**src/rtl/lba_xlat_pkg.sv**
```systemverilog
package lba_xlat_pkg;

    localparam int LBA_W  = 16;
    localparam int CYL_W  = 8;
    localparam int HEAD_W = 1;
    localparam int SPT_W  = 6;
    localparam int SKEW_W = 4;

    localparam int PROD_W = CYL_W + SKEW_W + 2;
    localparam int DIV_W  = (LBA_W > PROD_W) ? LBA_W : PROD_W;

    typedef struct packed {
        logic [CYL_W-1:0]  cyl;
        logic [HEAD_W-1:0] head;
        logic [SPT_W-1:0]  slot;
    } chs_t;

    typedef enum logic [2:0] {
        ST_IDLE,
        ST_CHECK,
        ST_SLIP,
        ST_ZONE,
        ST_DIV_TRK,
        ST_DIV_SLOT,
        ST_DONE
    } xlat_state_e;

    // Unreduced rotational position before the modulo by track length.
    function automatic logic [DIV_W-1:0] skewed_pos(
        input logic [SPT_W-1:0]  sec,
        input logic [CYL_W-1:0]  cyl,
        input logic [SKEW_W-1:0] trk_skew,
        input logic [HEAD_W-1:0] head,
        input logic [SKEW_W-1:0] hd_skew
    );
        return DIV_W'(sec)
             + DIV_W'(cyl)  * DIV_W'(trk_skew)
             + DIV_W'(head) * DIV_W'(hd_skew);
    endfunction

endpackage

```
**src/rtl/xlat_zone_table.sv**
```systemverilog
module xlat_zone_table
    import lba_xlat_pkg::*;
#(
    parameter int NUM_ZONES  = 4,
    parameter int TOTAL_CYLS = 16,
    parameter logic [NUM_ZONES*CYL_W-1:0]  ZONE_START = '0,
    parameter logic [NUM_ZONES*SPT_W-1:0]  ZONE_SPT   = '0,
    parameter logic [NUM_ZONES*SKEW_W-1:0] ZONE_SKEW  = '0,
    localparam int ZI_W = (NUM_ZONES > 1) ? $clog2(NUM_ZONES) : 1
) (
    input  logic [ZI_W-1:0]   idx,
    output logic [CYL_W-1:0]  z_start,
    output logic [SPT_W-1:0]  z_spt,
    output logic [SKEW_W-1:0] z_skew,
    output logic [LBA_W:0]    z_size
);

    localparam int HEADS = 1 << HEAD_W;

    logic [CYL_W-1:0]  start_a [NUM_ZONES];
    logic [CYL_W:0]    end_a   [NUM_ZONES];
    logic [SPT_W-1:0]  spt_a   [NUM_ZONES];
    logic [SKEW_W-1:0] skew_a  [NUM_ZONES];
    logic [LBA_W:0]    size_a  [NUM_ZONES];

    for (genvar z = 0; z < NUM_ZONES; z++) begin : g_zone
        assign start_a[z] = ZONE_START[z*CYL_W +: CYL_W];
        assign spt_a[z]   = ZONE_SPT[z*SPT_W +: SPT_W];
        assign skew_a[z]  = ZONE_SKEW[z*SKEW_W +: SKEW_W];
        if (z == NUM_ZONES - 1) begin : g_last
            assign end_a[z] = (CYL_W+1)'(TOTAL_CYLS);
        end else begin : g_mid
            assign end_a[z] = {1'b0, ZONE_START[(z+1)*CYL_W +: CYL_W]};
        end
        assign size_a[z] = (LBA_W+1)'((end_a[z] - {1'b0, start_a[z]})
                         * (LBA_W+1)'(spt_a[z]) * (LBA_W+1)'(HEADS));
    end

    always_comb begin
        z_start = '0;
        z_spt   = '0;
        z_skew  = '0;
        z_size  = '0;
        if (int'(idx) < NUM_ZONES) begin
            z_start = start_a[idx];
            z_spt   = spt_a[idx];
            z_skew  = skew_a[idx];
            z_size  = size_a[idx];
        end
    end

endmodule

```
**src/rtl/xlat_serial_div.sv**
```systemverilog
module xlat_serial_div #(
    parameter int DW = 16,
    parameter int SW = 6
) (
    input  logic          clk,
    input  logic          rst,
    input  logic          start,
    input  logic [DW-1:0] dividend,
    input  logic [SW-1:0] divisor,
    output logic [DW-1:0] quotient,
    output logic [SW-1:0] remainder,
    output logic          done
);

    localparam int CW = $clog2(DW + 1);
    localparam int PW = DW + SW;

    logic [DW-1:0] quo_q, dvd_q;
    logic [SW-1:0] rem_q, dvs_q;
    logic [CW-1:0] cnt_q;
    logic          busy_q;
    logic [SW:0]   trial;
    logic          fits;

    assign trial = {rem_q, quo_q[DW-1]};
    assign fits  = (trial >= {1'b0, dvs_q});

    always_ff @(posedge clk) begin
        if (rst) begin
            quo_q  <= '0;
            dvd_q  <= '0;
            rem_q  <= '0;
            dvs_q  <= '0;
            cnt_q  <= '0;
            busy_q <= 1'b0;
            done   <= 1'b0;
        end else begin
            done <= 1'b0;
            if (start) begin
                quo_q  <= dividend;
                dvd_q  <= dividend;
                dvs_q  <= divisor;
                rem_q  <= '0;
                cnt_q  <= CW'(DW);
                busy_q <= 1'b1;
            end else if (busy_q) begin
                if (fits) begin
                    rem_q <= SW'(trial - {1'b0, dvs_q});
                    quo_q <= {quo_q[DW-2:0], 1'b1};
                end else begin
                    rem_q <= trial[SW-1:0];
                    quo_q <= {quo_q[DW-2:0], 1'b0};
                end
                cnt_q <= cnt_q - CW'(1);
                if (cnt_q == CW'(1)) begin
                    busy_q <= 1'b0;
                    done   <= 1'b1;
                end
            end
        end
    end

    assign quotient  = quo_q;
    assign remainder = rem_q;


    div_rem_bound_chk: assert property (@(posedge clk) disable iff (rst)
        done |-> (rem_q < dvs_q));


    div_identity_chk: assert property (@(posedge clk) disable iff (rst)
        done |-> (PW'(quo_q) * PW'(dvs_q) + PW'(rem_q) == PW'(dvd_q)));

endmodule

```
**src/rtl/xlat_remap_store.sv**
```systemverilog
module xlat_remap_store
    import lba_xlat_pkg::*;
#(
    parameter int ENTRIES = 16,
    localparam int RI_W = (ENTRIES > 1) ? $clog2(ENTRIES) : 1
) (
    input  logic             clk,
    input  logic             rst,
    input  logic             we,
    input  logic [RI_W-1:0]  widx,
    input  logic             wen,
    input  logic [LBA_W-1:0] wlba,
    input  chs_t             wchs,
    input  logic [LBA_W-1:0] key,
    output logic             hit,
    output chs_t             hit_chs
);

    logic             en_a  [ENTRIES];
    logic [LBA_W-1:0] lba_a [ENTRIES];
    chs_t             chs_a [ENTRIES];

    always_ff @(posedge clk) begin
        if (rst) begin
            for (int i = 0; i < ENTRIES; i++) begin
                en_a[i]  <= 1'b0;
                lba_a[i] <= '0;
                chs_a[i] <= '0;
            end
        end else if (we && int'(widx) < ENTRIES) begin
            en_a[widx]  <= wen;
            lba_a[widx] <= wlba;
            chs_a[widx] <= wchs;
        end
    end

    // Scan from the top so the lowest matching index is the one kept.
    always_comb begin
        hit     = 1'b0;
        hit_chs = '0;
        for (int i = ENTRIES - 1; i >= 0; i--) begin
            if (en_a[i] && lba_a[i] == key) begin
                hit     = 1'b1;
                hit_chs = chs_a[i];
            end
        end
    end


    remap_clear_chk: assert property (@(posedge clk) disable iff (rst)
        (we && !wen && int'(widx) < ENTRIES) |=> !en_a[$past(widx)]);

endmodule

```
**src/rtl/lba_xlat.sv**
```systemverilog
module lba_xlat
    import lba_xlat_pkg::*;
#(
    parameter int NUM_ZONES  = 4,
    parameter int TOTAL_CYLS = 16,
    parameter logic [NUM_ZONES*CYL_W-1:0]  ZONE_START = {8'd12, 8'd8, 8'd4, 8'd0},
    parameter logic [NUM_ZONES*SPT_W-1:0]  ZONE_SPT   = {6'd6, 6'd8, 6'd10, 6'd12},
    parameter logic [NUM_ZONES*SKEW_W-1:0] ZONE_SKEW  = {4'd1, 4'd2, 4'd2, 4'd3},
    parameter logic [SKEW_W-1:0] HEAD_SKEW = 4'd1,
    parameter int NUM_SLIP = 2,
    parameter logic [NUM_SLIP*LBA_W-1:0] SLIP_POS = {16'd100, 16'd5},
    parameter int REMAP_N = 16
) (
    input  logic                       clk,
    input  logic                       rst,
    input  logic                       req_valid,
    output logic                       req_ready,
    input  logic [LBA_W-1:0]           req_lba,
    output logic                       rsp_valid,
    output logic                       rsp_err,
    output logic [CYL_W-1:0]           rsp_cyl,
    output logic [HEAD_W-1:0]          rsp_head,
    output logic [SPT_W-1:0]           rsp_slot,
    input  logic                       remap_we,
    input  logic [$clog2(REMAP_N)-1:0] remap_idx,
    input  logic                       remap_en,
    input  logic [LBA_W-1:0]           remap_lba,
    input  logic [CYL_W-1:0]           remap_cyl,
    input  logic [HEAD_W-1:0]          remap_head,
    input  logic [SPT_W-1:0]           remap_slot
);

    localparam int HEADS  = 1 << HEAD_W;
    localparam int CAP_W  = LBA_W + 1;
    localparam int ZI_W   = (NUM_ZONES > 1) ? $clog2(NUM_ZONES) : 1;
    localparam int SK_W   = $clog2(NUM_SLIP + 1);

    function automatic logic [CAP_W-1:0] phys_total();
        logic [CAP_W-1:0] acc;
        int e;
        acc = '0;
        for (int z = 0; z < NUM_ZONES; z++) begin
            if (z == NUM_ZONES - 1) e = TOTAL_CYLS;
            else e = int'(ZONE_START[(z+1)*CYL_W +: CYL_W]);
            acc = acc + CAP_W'((e - int'(ZONE_START[z*CYL_W +: CYL_W]))
                * int'(ZONE_SPT[z*SPT_W +: SPT_W]) * HEADS);
        end
        return acc;
    endfunction

    localparam logic [CAP_W-1:0] LOGICAL_CAP = phys_total() - CAP_W'(NUM_SLIP);

    xlat_state_e       state_q;
    logic [LBA_W-1:0]  lba_q;
    logic [LBA_W-1:0]  phys_q;
    logic [SK_W-1:0]   slip_k_q;
    logic [ZI_W-1:0]   zidx_q;
    logic [CAP_W-1:0]  base_q;
    logic              err_q;
    logic              remapped_q;
    chs_t              res_q;

    logic              div_start_q;
    logic [DIV_W-1:0]  div_a_q;
    logic [SPT_W-1:0]  div_b_q;
    logic [DIV_W-1:0]  div_q;
    logic [SPT_W-1:0]  div_r;
    logic              div_done;

    logic [CYL_W-1:0]  z_start;
    logic [SPT_W-1:0]  z_spt;
    logic [SKEW_W-1:0] z_skew;
    logic [CAP_W-1:0]  z_size;

    logic              rm_hit;
    chs_t              rm_chs;
    chs_t              wr_chs;

    logic [LBA_W-1:0]  slip_a [NUM_SLIP + 1];
    logic [LBA_W-1:0]  slip_cur;
    logic [CYL_W-1:0]  trk_cyl;
    logic [HEAD_W-1:0] trk_head;

    for (genvar s = 0; s < NUM_SLIP; s++) begin : g_slip
        assign slip_a[s] = SLIP_POS[s*LBA_W +: LBA_W];
    end
    assign slip_a[NUM_SLIP] = '1;
    assign slip_cur = slip_a[slip_k_q];

    assign trk_cyl  = z_start + CYL_W'(div_q >> HEAD_W);
    assign trk_head = div_q[HEAD_W-1:0];

    assign wr_chs = '{cyl: remap_cyl, head: remap_head, slot: remap_slot};

    xlat_zone_table #(
        .NUM_ZONES (NUM_ZONES),
        .TOTAL_CYLS(TOTAL_CYLS),
        .ZONE_START(ZONE_START),
        .ZONE_SPT  (ZONE_SPT),
        .ZONE_SKEW (ZONE_SKEW)
    ) i_zone (
        .idx    (zidx_q),
        .z_start(z_start),
        .z_spt  (z_spt),
        .z_skew (z_skew),
        .z_size (z_size)
    );

    xlat_serial_div #(
        .DW(DIV_W),
        .SW(SPT_W)
    ) i_div (
        .clk      (clk),
        .rst      (rst),
        .start    (div_start_q),
        .dividend (div_a_q),
        .divisor  (div_b_q),
        .quotient (div_q),
        .remainder(div_r),
        .done     (div_done)
    );

    xlat_remap_store #(
        .ENTRIES(REMAP_N)
    ) i_remap (
        .clk    (clk),
        .rst    (rst),
        .we     (remap_we),
        .widx   (remap_idx),
        .wen    (remap_en),
        .wlba   (remap_lba),
        .wchs   (wr_chs),
        .key    (lba_q),
        .hit    (rm_hit),
        .hit_chs(rm_chs)
    );

    always_ff @(posedge clk) begin
        if (rst) begin
            state_q     <= ST_IDLE;
            lba_q       <= '0;
            phys_q      <= '0;
            slip_k_q    <= '0;
            zidx_q      <= '0;
            base_q      <= '0;
            err_q       <= 1'b0;
            remapped_q  <= 1'b0;
            res_q       <= '0;
            div_start_q <= 1'b0;
            div_a_q     <= '0;
            div_b_q     <= '0;
        end else begin
            div_start_q <= 1'b0;
            unique case (state_q)
                ST_IDLE: begin
                    if (req_valid) begin
                        lba_q      <= req_lba;
                        err_q      <= 1'b0;
                        remapped_q <= 1'b0;
                        state_q    <= ST_CHECK;
                    end
                end
                ST_CHECK: begin
                    if ({1'b0, lba_q} >= LOGICAL_CAP) begin
                        err_q   <= 1'b1;
                        res_q   <= '0;
                        state_q <= ST_DONE;
                    end else if (rm_hit) begin
                        remapped_q <= 1'b1;
                        res_q      <= rm_chs;
                        state_q    <= ST_DONE;
                    end else begin
                        phys_q   <= lba_q;
                        slip_k_q <= '0;
                        state_q  <= ST_SLIP;
                    end
                end
                ST_SLIP: begin
                    if (int'(slip_k_q) == NUM_SLIP) begin
                        zidx_q  <= '0;
                        base_q  <= '0;
                        state_q <= ST_ZONE;
                    end else begin
                        if (slip_cur <= phys_q) phys_q <= phys_q + LBA_W'(1);
                        slip_k_q <= slip_k_q + SK_W'(1);
                    end
                end
                ST_ZONE: begin
                    if ({1'b0, phys_q} < base_q + z_size) begin
                        div_a_q     <= DIV_W'({1'b0, phys_q} - base_q);
                        div_b_q     <= z_spt;
                        div_start_q <= 1'b1;
                        state_q     <= ST_DIV_TRK;
                    end else if (int'(zidx_q) == NUM_ZONES - 1) begin
                        err_q   <= 1'b1;
                        res_q   <= '0;
                        state_q <= ST_DONE;
                    end else begin
                        base_q <= base_q + z_size;
                        zidx_q <= zidx_q + ZI_W'(1);
                    end
                end
                ST_DIV_TRK: begin
                    if (div_done) begin
                        res_q.cyl   <= trk_cyl;
                        res_q.head  <= trk_head;
                        div_a_q     <= skewed_pos(div_r, trk_cyl, z_skew,
                                                  trk_head, HEAD_SKEW);
                        div_start_q <= 1'b1;
                        state_q     <= ST_DIV_SLOT;
                    end
                end
                ST_DIV_SLOT: begin
                    if (div_done) begin
                        res_q.slot <= div_r;
                        state_q    <= ST_DONE;
                    end
                end
                ST_DONE: state_q <= ST_IDLE;
                default: state_q <= ST_IDLE;
            endcase
        end
    end

    assign req_ready = (state_q == ST_IDLE);
    assign rsp_valid = (state_q == ST_DONE);
    assign rsp_err   = err_q;
    assign rsp_cyl   = res_q.cyl;
    assign rsp_head  = res_q.head;
    assign rsp_slot  = res_q.slot;


    reset_idle_chk: assert property (@(posedge clk) disable iff (rst)
        $past(rst) |-> (req_ready && !rsp_valid));


    rsp_single_pulse_chk: assert property (@(posedge clk) disable iff (rst)
        rsp_valid |=> (!rsp_valid && req_ready));


    busy_after_accept_chk: assert property (@(posedge clk) disable iff (rst)
        (req_valid && req_ready) |=> !req_ready);


    err_fields_zero_chk: assert property (@(posedge clk) disable iff (rst)
        (rsp_valid && rsp_err) |-> (rsp_cyl == '0 && rsp_head == '0 && rsp_slot == '0));


    in_range_ok_chk: assert property (@(posedge clk) disable iff (rst)
        (rsp_valid && !rsp_err) |-> ({1'b0, lba_q} < LOGICAL_CAP));


    slip_bound_chk: assert property (@(posedge clk) disable iff (rst)
        (state_q == ST_ZONE) |-> (phys_q >= lba_q && int'(phys_q - lba_q) <= NUM_SLIP));


    inside_zone_chk: assert property (@(posedge clk) disable iff (rst)
        (rsp_valid && !rsp_err && !remapped_q) |->
            (rsp_cyl >= z_start && int'(rsp_cyl) < TOTAL_CYLS && rsp_slot < z_spt));

endmodule

```
**config.mk**
```make
export PLATFORM = sky130hd
export DESIGN_NAME = lba_xlat
export DESIGN_NICKNAME = d
export VERILOG_FILES = /design/src/rtl/lba_xlat_pkg.sv /design/src/rtl/xlat_zone_table.sv /design/src/rtl/xlat_serial_div.sv /design/src/rtl/xlat_remap_store.sv /design/src/rtl/lba_xlat.sv
export SDC_FILE = /design/constraint.sdc
export NUM_CORES = 2
export LEC_CHECK = 0
export ABC_AREA = 1
export BUFFER_PORTS_ARGS = -buffer_cell sky130_fd_sc_hd__buf_2
export CORE_UTILIZATION = 55
export CTS_CLUSTER_SIZE = 8
export DETAILED_ROUTE_END_ITERATION = 10
export PLACE_DENSITY = 0.68
export SLEW_MARGIN = 15
export SYNTH_ARGS = -nofsm -noshare
export SYNTH_HDL_FRONTEND = slang
export SYNTH_SLANG_ARGS = --single-unit
```
**constraint.sdc**
```tcl
create_clock -name clk -period 4.8 [get_ports clk]
set_input_delay 0.48 -clock clk [delete_from_list [all_inputs] [get_ports clk]]
set_output_delay 0.48 -clock clk [all_outputs]
set_load 0.02 [all_outputs]
```
==> After elaboration in Yosys (flattened, before gate mapping) <==
Memory sizes are Yosys's and may differ from the RTL's.
Cells that the tools add are included.
{ "classes": {"addsub": 10, "n_mul": 1, "magnitude_cmp": 6, "n_eq_ne": 40, "n_mux": 116, "n_bitwise": 3, "n_reduce_logical": 39} }
{ "ops": {"columns": ["cell", "n"], "rows": [
  ["15-bit 2-to-1 mux", 21],
  ["16-bit equality test", 16],
  ["16-bit 2-to-1 mux", 11],
  ["17-bit 2-to-1 mux", 5],
  ["16-bit case mux with 2 select lines", 2],
  ["1-bit 2-to-1 mux", 36],
  ["17-bit binary-select mux with 2-bit select", 1],
  ["17-bit case mux with 2 select lines", 1],
  ["16-bit binary-select mux with 2-bit select", 1],
  ["9-bit case mux with 3 select lines", 1],
  ["5-bit AND reduction", 5],
  ["3-bit 2-to-1 mux", 8],
  ["6-bit 2-to-1 mux", 4],
  ["2-bit inequality test (second input constant)", 11],
  ["4-bit 2-to-1 mux", 5],
  ["3-bit case mux with 6 select lines", 1],
  ["6-bit case mux with 3 select lines", 1],
  ["17-bit adder", 1],
  ["16-bit by 17-bit less-than comparator with 1-bit output", 1],
  ["16-bit by 1-bit adder with 16-bit output (second input constant)", 1],
  ["8-bit binary-select mux with 2-bit select", 1],
  ["16-bit by 9-bit >= comparator with 1-bit output (second input constant)", 1],
  ["16-bit <= comparator", 1],
  ["1-bit logical AND", 16],
  ["other kinds (41)", 63]
]} }
{ "totals": {"register_bits": 130, "mem_bits_rw": 512, "in_bits": 56, "output_inout_bits": 18, "wordCells": 238, "mem_count": 3} }
{ "mem_list": {"columns": ["memory", "words", "width", "read_ports", "rd_ports_with_merged_regs", "write_ports", "line_no", "text"], "rows": [
  ["i_remap.lba_a", 16, 16, 16, 0, 16, "xlat_remap_store.sv:20", "logic [LBA_W-1:0] lba_a [ENTRIES];"],
  ["i_remap.chs_a", 16, 15, 16, 0, 16, "xlat_remap_store.sv:21", "chs_t chs_a [ENTRIES];"],
  ["i_remap.en_a", 16, 1, 16, 0, 16, "xlat_remap_store.sv:19", "logic en_a [ENTRIES];"]
]} }

==> Logic depth before layout (Yosys ltp) <==
An unclocked memory read counts as a cell.
{ "depth": {"word_depth": 22, "ltp_mapped": 29, "ltp_nobuf": 28} }

==> Cells and area by module <==
Synthesis repeated with hierarchy kept, for this count alone.
{ "hier_totals": {"hier_cells": 4051, "area_unflattened_um2": 35119.9} }
{ "modules_own_cells": {"columns": ["mod", "n_inst", "cells_each", "area_per_inst_um2"], "rows": [
  ["xlat_remap_store", 1, 2464, 24367.1],
  ["lba_xlat", 1, 1291, 8628.3],
  ["xlat_serial_div", 1, 259, 1853.0],
  ["xlat_zone_table", 1, 37, 271.5]
]} }

==> Worst setup path after synthesis <==
OpenSTA, ideal clock, no wires.
{ "synth_path": {"kind": "register to register", "startpoint": "register zidx_q[0]", "endpoint": "register div_a_q[9]", "setup_ps": 74, "arrival_time_ps": 3743, "slack_ps": 983, "path_stages_with_launch": 24, "cell_sequence": "dfxtp_1 ha_1 fa_1 xnor2_1 nor2_1 ha_1 inv_1 fa_1 inv_1 ha_1 nand2_1 nor2_1 a211oi_1 inv_1 a21oi_1 inv_1 a21oi_1 nor2_1 nor2_1 nor2_1 nor2_1 xnor2_1 nand2_1 a31oi_1"} }
{ "synth_via": {"elab_chain_len": 10} }
{ "synth_lines": {"columns": ["element", "line_no", "text"], "rows": [
  ["start, declared", "lba_xlat.sv:57", "logic [ZI_W-1:0] zidx_q;"],
  ["start signal, assigned", "lba_xlat.sv:200", "zidx_q <= zidx_q + ZI_W'(1);"],
  ["2-bit inverter with 3-bit output (implied by the code) *", "xlat_zone_table.sv:45, xlat_zone_table.sv:47, xlat_zone_table.sv:48", null],
  ["8-bit binary-select mux with 2-bit select", "xlat_zone_table.sv:45", "z_start = start_a[idx];"],
  ["8-bit 2-to-1 mux (implied by the code) (2 in a row)", "xlat_zone_table.sv:45", null],
  ["8-bit adder", "lba_xlat.sv:90", "assign trk_cyl = z_start + CYL_W'(div_q >> HEAD_W);"],
  ["8-bit by 4-bit multiplier with 12-bit output", "lba_xlat_pkg.sv:37", "+ DIV_W'(cyl) * DIV_W'(trk_skew)"],
  ["6-bit by 12-bit adder with 13-bit output", "lba_xlat_pkg.sv:37", null],
  ["13-bit by 1-bit adder with 14-bit output", "lba_xlat_pkg.sv:38", "+ DIV_W'(head) * DIV_W'(hd_skew);"],
  ["16-bit 2-to-1 mux", "lba_xlat.sv:204", "if (div_done) begin"],
  ["16-bit case mux with 2 select lines", "lba_xlat.sv:154", "unique case (state_q)"],
  ["end signal, assigned", "lba_xlat.sv:190", "div_a_q <= DIV_W'({1'b0, phys_q} - base_q);"],
  ["end signal, assigned", "lba_xlat.sv:207", "div_a_q <= skewed_pos(div_r, trk_cyl, z_skew,"],
  ["end, declared", "lba_xlat.sv:64", "logic [DIV_W-1:0] div_a_q;"]
]} }
Mark *: on every way between the ends. The rest lies on a longest branch, timed or not. The select of a mux whose other input is x is not followed.
A chain may end at the register's enable or synchronous reset.

==> Worst setup path after layout <==
{ "layout_path": {"startpoint": "register zidx_q[0]", "endpoint": "register div_a_q[4]"} }
Same word-level chain as after synthesis.

==> impl_metrics.toml <==
[die]
pin_count = 74
coreArea_sq_um = 57590
rows = 88
dieArea_sq_um = 59150
die_w_um = 243.2
die_height_um = 243.2
start_util_pct = 55.57

[clock_network]
insertion_delay_ns = 0.63
clock_path_buffers = 3
root_buffer = "clkbuf_16"
cts_tree = "done"
htree_levels = 3
numCtsBuffers = 89
clk_pin_slew_ns = 0.05
hold_buffers = 0
clock-sinks = 632
cts_setup_buffers = 0
cts_resized = 0

[power_and_ir_drop]
p_int_mw = 11.25
power.density_nw_per_um2 = 480.9
p_switching_mw = 5.790
peakVddDrop_v = 0.0003861
seqPwrFrac_pct = 40.1
p_comb_share_pct = 26.5
switching_share_pct = 33.97
leakage_nw = 15.05
total_power_mw = 17.04
clockPowerShare_pct = 33.5

[finish]
n_antenna_cell = 0
nNetsFinal = 3789
drive_gt1_share_pct = 8.521
multi_input_area_sq_um = 12070
regArea_sq_um = 17780
n_fill_cell = 4827
final_area_sq_um = 35440
area_growth_syn_to_layout_pct = 10.74

[logic_synthesis]
ys_seq_area_share_pct = 55.55
ys_warn_count = 0
synth_edf_count = 512
ys_seq_elements = 632
syn_inst = 3604
synth_top_area_share_pct = 48.05
synth_area_leader_cell = "edfxtp_1"
async_flop_share_pct = 0
synth_area_sq_um = 32000
syn_avg_cell_area_sq_um = 8.879
synth_cell_types = 58
synthFlopType = "edfxtp_1"
yosys-top-cells-area = "edfxtp_1 (48%), nor2_1 (11%), nand2_1 (8.1%), dfxtp_1 (7.5%), inv_1 (3.5%)"
syn-num-nets = 3745

[sta]
setup_viol = 0
slew_violations = 0
max_slew_margin_pct = 15.71
holdWs_ns = 0.1386
finalClockSkew_ns = 0.03531
fin_crit_ns = 4.385
rsz0062_at_grt = "false"
fin_tns_setup_ns = 0
fmax_mhz = 228.0
post-route-period-util_pct = 91.36
fin_ws_ns = 0.4149
worst_pin_slew_ns = 1.263
finalHoldViolCount = 0

[setup_path]
path_delay_family = "simple AND/OR/NAND/NOR gates"
crit_start = "zidx_q[0]"
cp_max_fo = 15
crit_path_frequent_cell = "nand2_1"
r2r_setup_slack_ns = 0.41
r2r-start = "zidx_q[0]"
worstPathRequired_ns = 5.34
end_kind = "register"
slowest_delay_ns = 0.44
cp-start-kind = "register"
worstPathCellList = "ha_1 > fa_1 > o22ai_1 > nand2_1 > nor2_2 > nand3_1 > xor2_1 > inv_1 > ha_1 > nand2_1 > nor2_1 > a211oi_1 > nand2_1 > nand2_1 > a21boi_0 > o21ai_2 > nand2_2 > nand2_1 > buf_4 > o21ai_0 > a31oi_1"
path_class = "register to register"
worstPathArrival_ns = 4.93
crit_buf_inv = 2
cp_slowest_cell = "fa_1"

[detailed_routing]
first_pass_iters = 6
drc = 0
routed_wl_um = 90500
wire_per_inst_um = 20.34
first_iter_violations = 2509
viasPerCell = 5.718
antenna_left = 0
via_count = 25450

[place]
portBuffers = 73
gp_congestion = 0.9161
pre_cts_slack_ns = 0.4634
dp_hpwl_um = 58530
post_dp_cell_area_sq_um = 32980

[run_status]
status = "finished, final reports clean"

[global_route]
grt_pass1_wl_um = 137600
grt_max_degree = 77
grt_use_total_pct = 30.36
grt_overflow = 0
grt_pass1_vias = 24600
antenna_found_initial = 0

[flow_run]
drv_cap = 0

[worst_hold_path]
hp-class = "primary input to register"
worst_hold_startpoint = "req_lba[0]"
cell usage after synthesis, drive strengths merged (42+ instances only):
| master | n |
|---|---|
| o21ai | 160 |
| inv | 316 |
| nor2 | 903 |
| clkbuf | 121 |
| edfxtp | 512 |
| nand2 | 692 |
| buf | 75 |
| dfxtp | 120 |
| nand3 | 66 |
| ha | 76 |
| a21oi | 183 |
| nor3 | 42 |
| xor2 | 86 |
cell type report:
cell class	instances	area share, %
flip-flops and latches	632	50.16
multi-input cells	2456	34.06
clock buffers	123	6.705
inverters	320	3.425
repair buffers	149	2.712
well taps	765	2.701
clock inverters	5	0.2366
metrics by stage:
step,instances,util (%)
6_report,4450,61.54
5_1_grt,4450,61.54
4_1_cts,4450,61.54
3_5_place_dp,4322,57.27
3_3_place_gp,4322,57.27
2_1_floorplan,3604,-
registers in the layout (all words and copies together) (netlist names), 5 cells and up:
signal and cells:
base_q 13, phys_q 16, i_div.remainder 6, lba_q 16
i_remap.lba_a 256, i_remap.chs_a 240, div_a_q 16, i_remap.en_a 16
i_div.quotient 16, i_div.cnt_q 5, rsp_slot 6, rsp_cyl 8
placed cells by master, fill, tap and decap left out, types with 4 or more instances in the layout:
| cell type | count |
|---|---|
| nand2_1 | 688 |
| inv_1 | 294 |
| a31oi_1 | 13 |
| nor2_1 | 893 |
| edfxtp_1 | 512 |
| nor3_1 | 40 |
| clkinv_1 | 4 |
| a2bb2oi_1 | 6 |
| nand4_1 | 20 |
| a21oi_1 | 182 |
| nand3_1 | 62 |
| xor2_1 | 86 |
| nor2_2 | 7 |
| ha_1 | 76 |
| nand3_2 | 4 |
| clkbuf_16 | 90 |
| o22ai_1 | 40 |
| fa_1 | 9 |
| inv_2 | 17 |
| nor4_1 | 17 |
| a221oi_1 | 16 |
| o21ai_1 | 13 |
| nor3b_1 | 6 |
| dfxtp_1 | 120 |
| clkbuf_1 | 33 |
| buf_4 | 74 |
| o2111ai_1 | 12 |
| a211oi_2 | 11 |
| o221ai_1 | 10 |
| a22o_1 | 7 |
| o211ai_1 | 7 |
| or2_2 | 12 |
| buf_2 | 73 |
| o21ai_0 | 146 |
| inv_4 | 5 |
| xnor2_1 | 26 |
| a211oi_1 | 15 |
worst paths after layout:
path                                    to  cells past startpoint
worst max-delay path            div_a_q[4]                     21
worst min-delay path              lba_q[0]                      3
worst max register to register  div_a_q[4]                     21
worst min register to register  base_q[16]                      2
routing by layer:
layer  vias to the layer above  wire [um]  share of wire [%]  global-route usage (%)
met5                         -          0                  0                       0
met4                         0       3322                3.7                   12.15
met3                       216       7749                8.6                   4.976
met2                      1091      43850                 48                   51.39
met1                     12210      35580                 39                   38.75
li1                      11930          -                  -                       -
worst reg2reg max path: cells and delay by family, from the launching register on:
| family | cells | cell delay, ns |
|---|---|---|
| buffers and inverters | 2 | 0.32 |
| AO/OA/AOI/OAI | 6 | 1.03 |
| XOR/XNOR | 1 | 0.22 |
| AND/OR/NAND/NOR | 9 | 1.29 |
| flip-flops | 1 | 0.43 |
| adder cells (fa/ha/maj) | 3 | 1.03 |
cell families (layout without fill, tap and decap cells):
group           Yosys count  in the layout  synth area share [%]
fa+ha+maj                85             85                 3.535
flops                   632            632                 55.55
buf+inv                 516            597                 6.772
xor+xnor                112            112                 3.065
compound gates          493            493                 9.165
other cells               2              2               0.02347
simple gates           1764           1764                 21.89
power by group through the flow:
stage,registers [mW],logic (mW),clock network (mW)
finish,6.83,4.51,5.70
global placement,6.90,4.30,0
floorplan,6.77,3.26,0
global route,6.87,5.00,5.96
detailed placement,6.92,4.42,0
CTS,6.82,4.44,5.74
(Power assumes the default switching activity.)
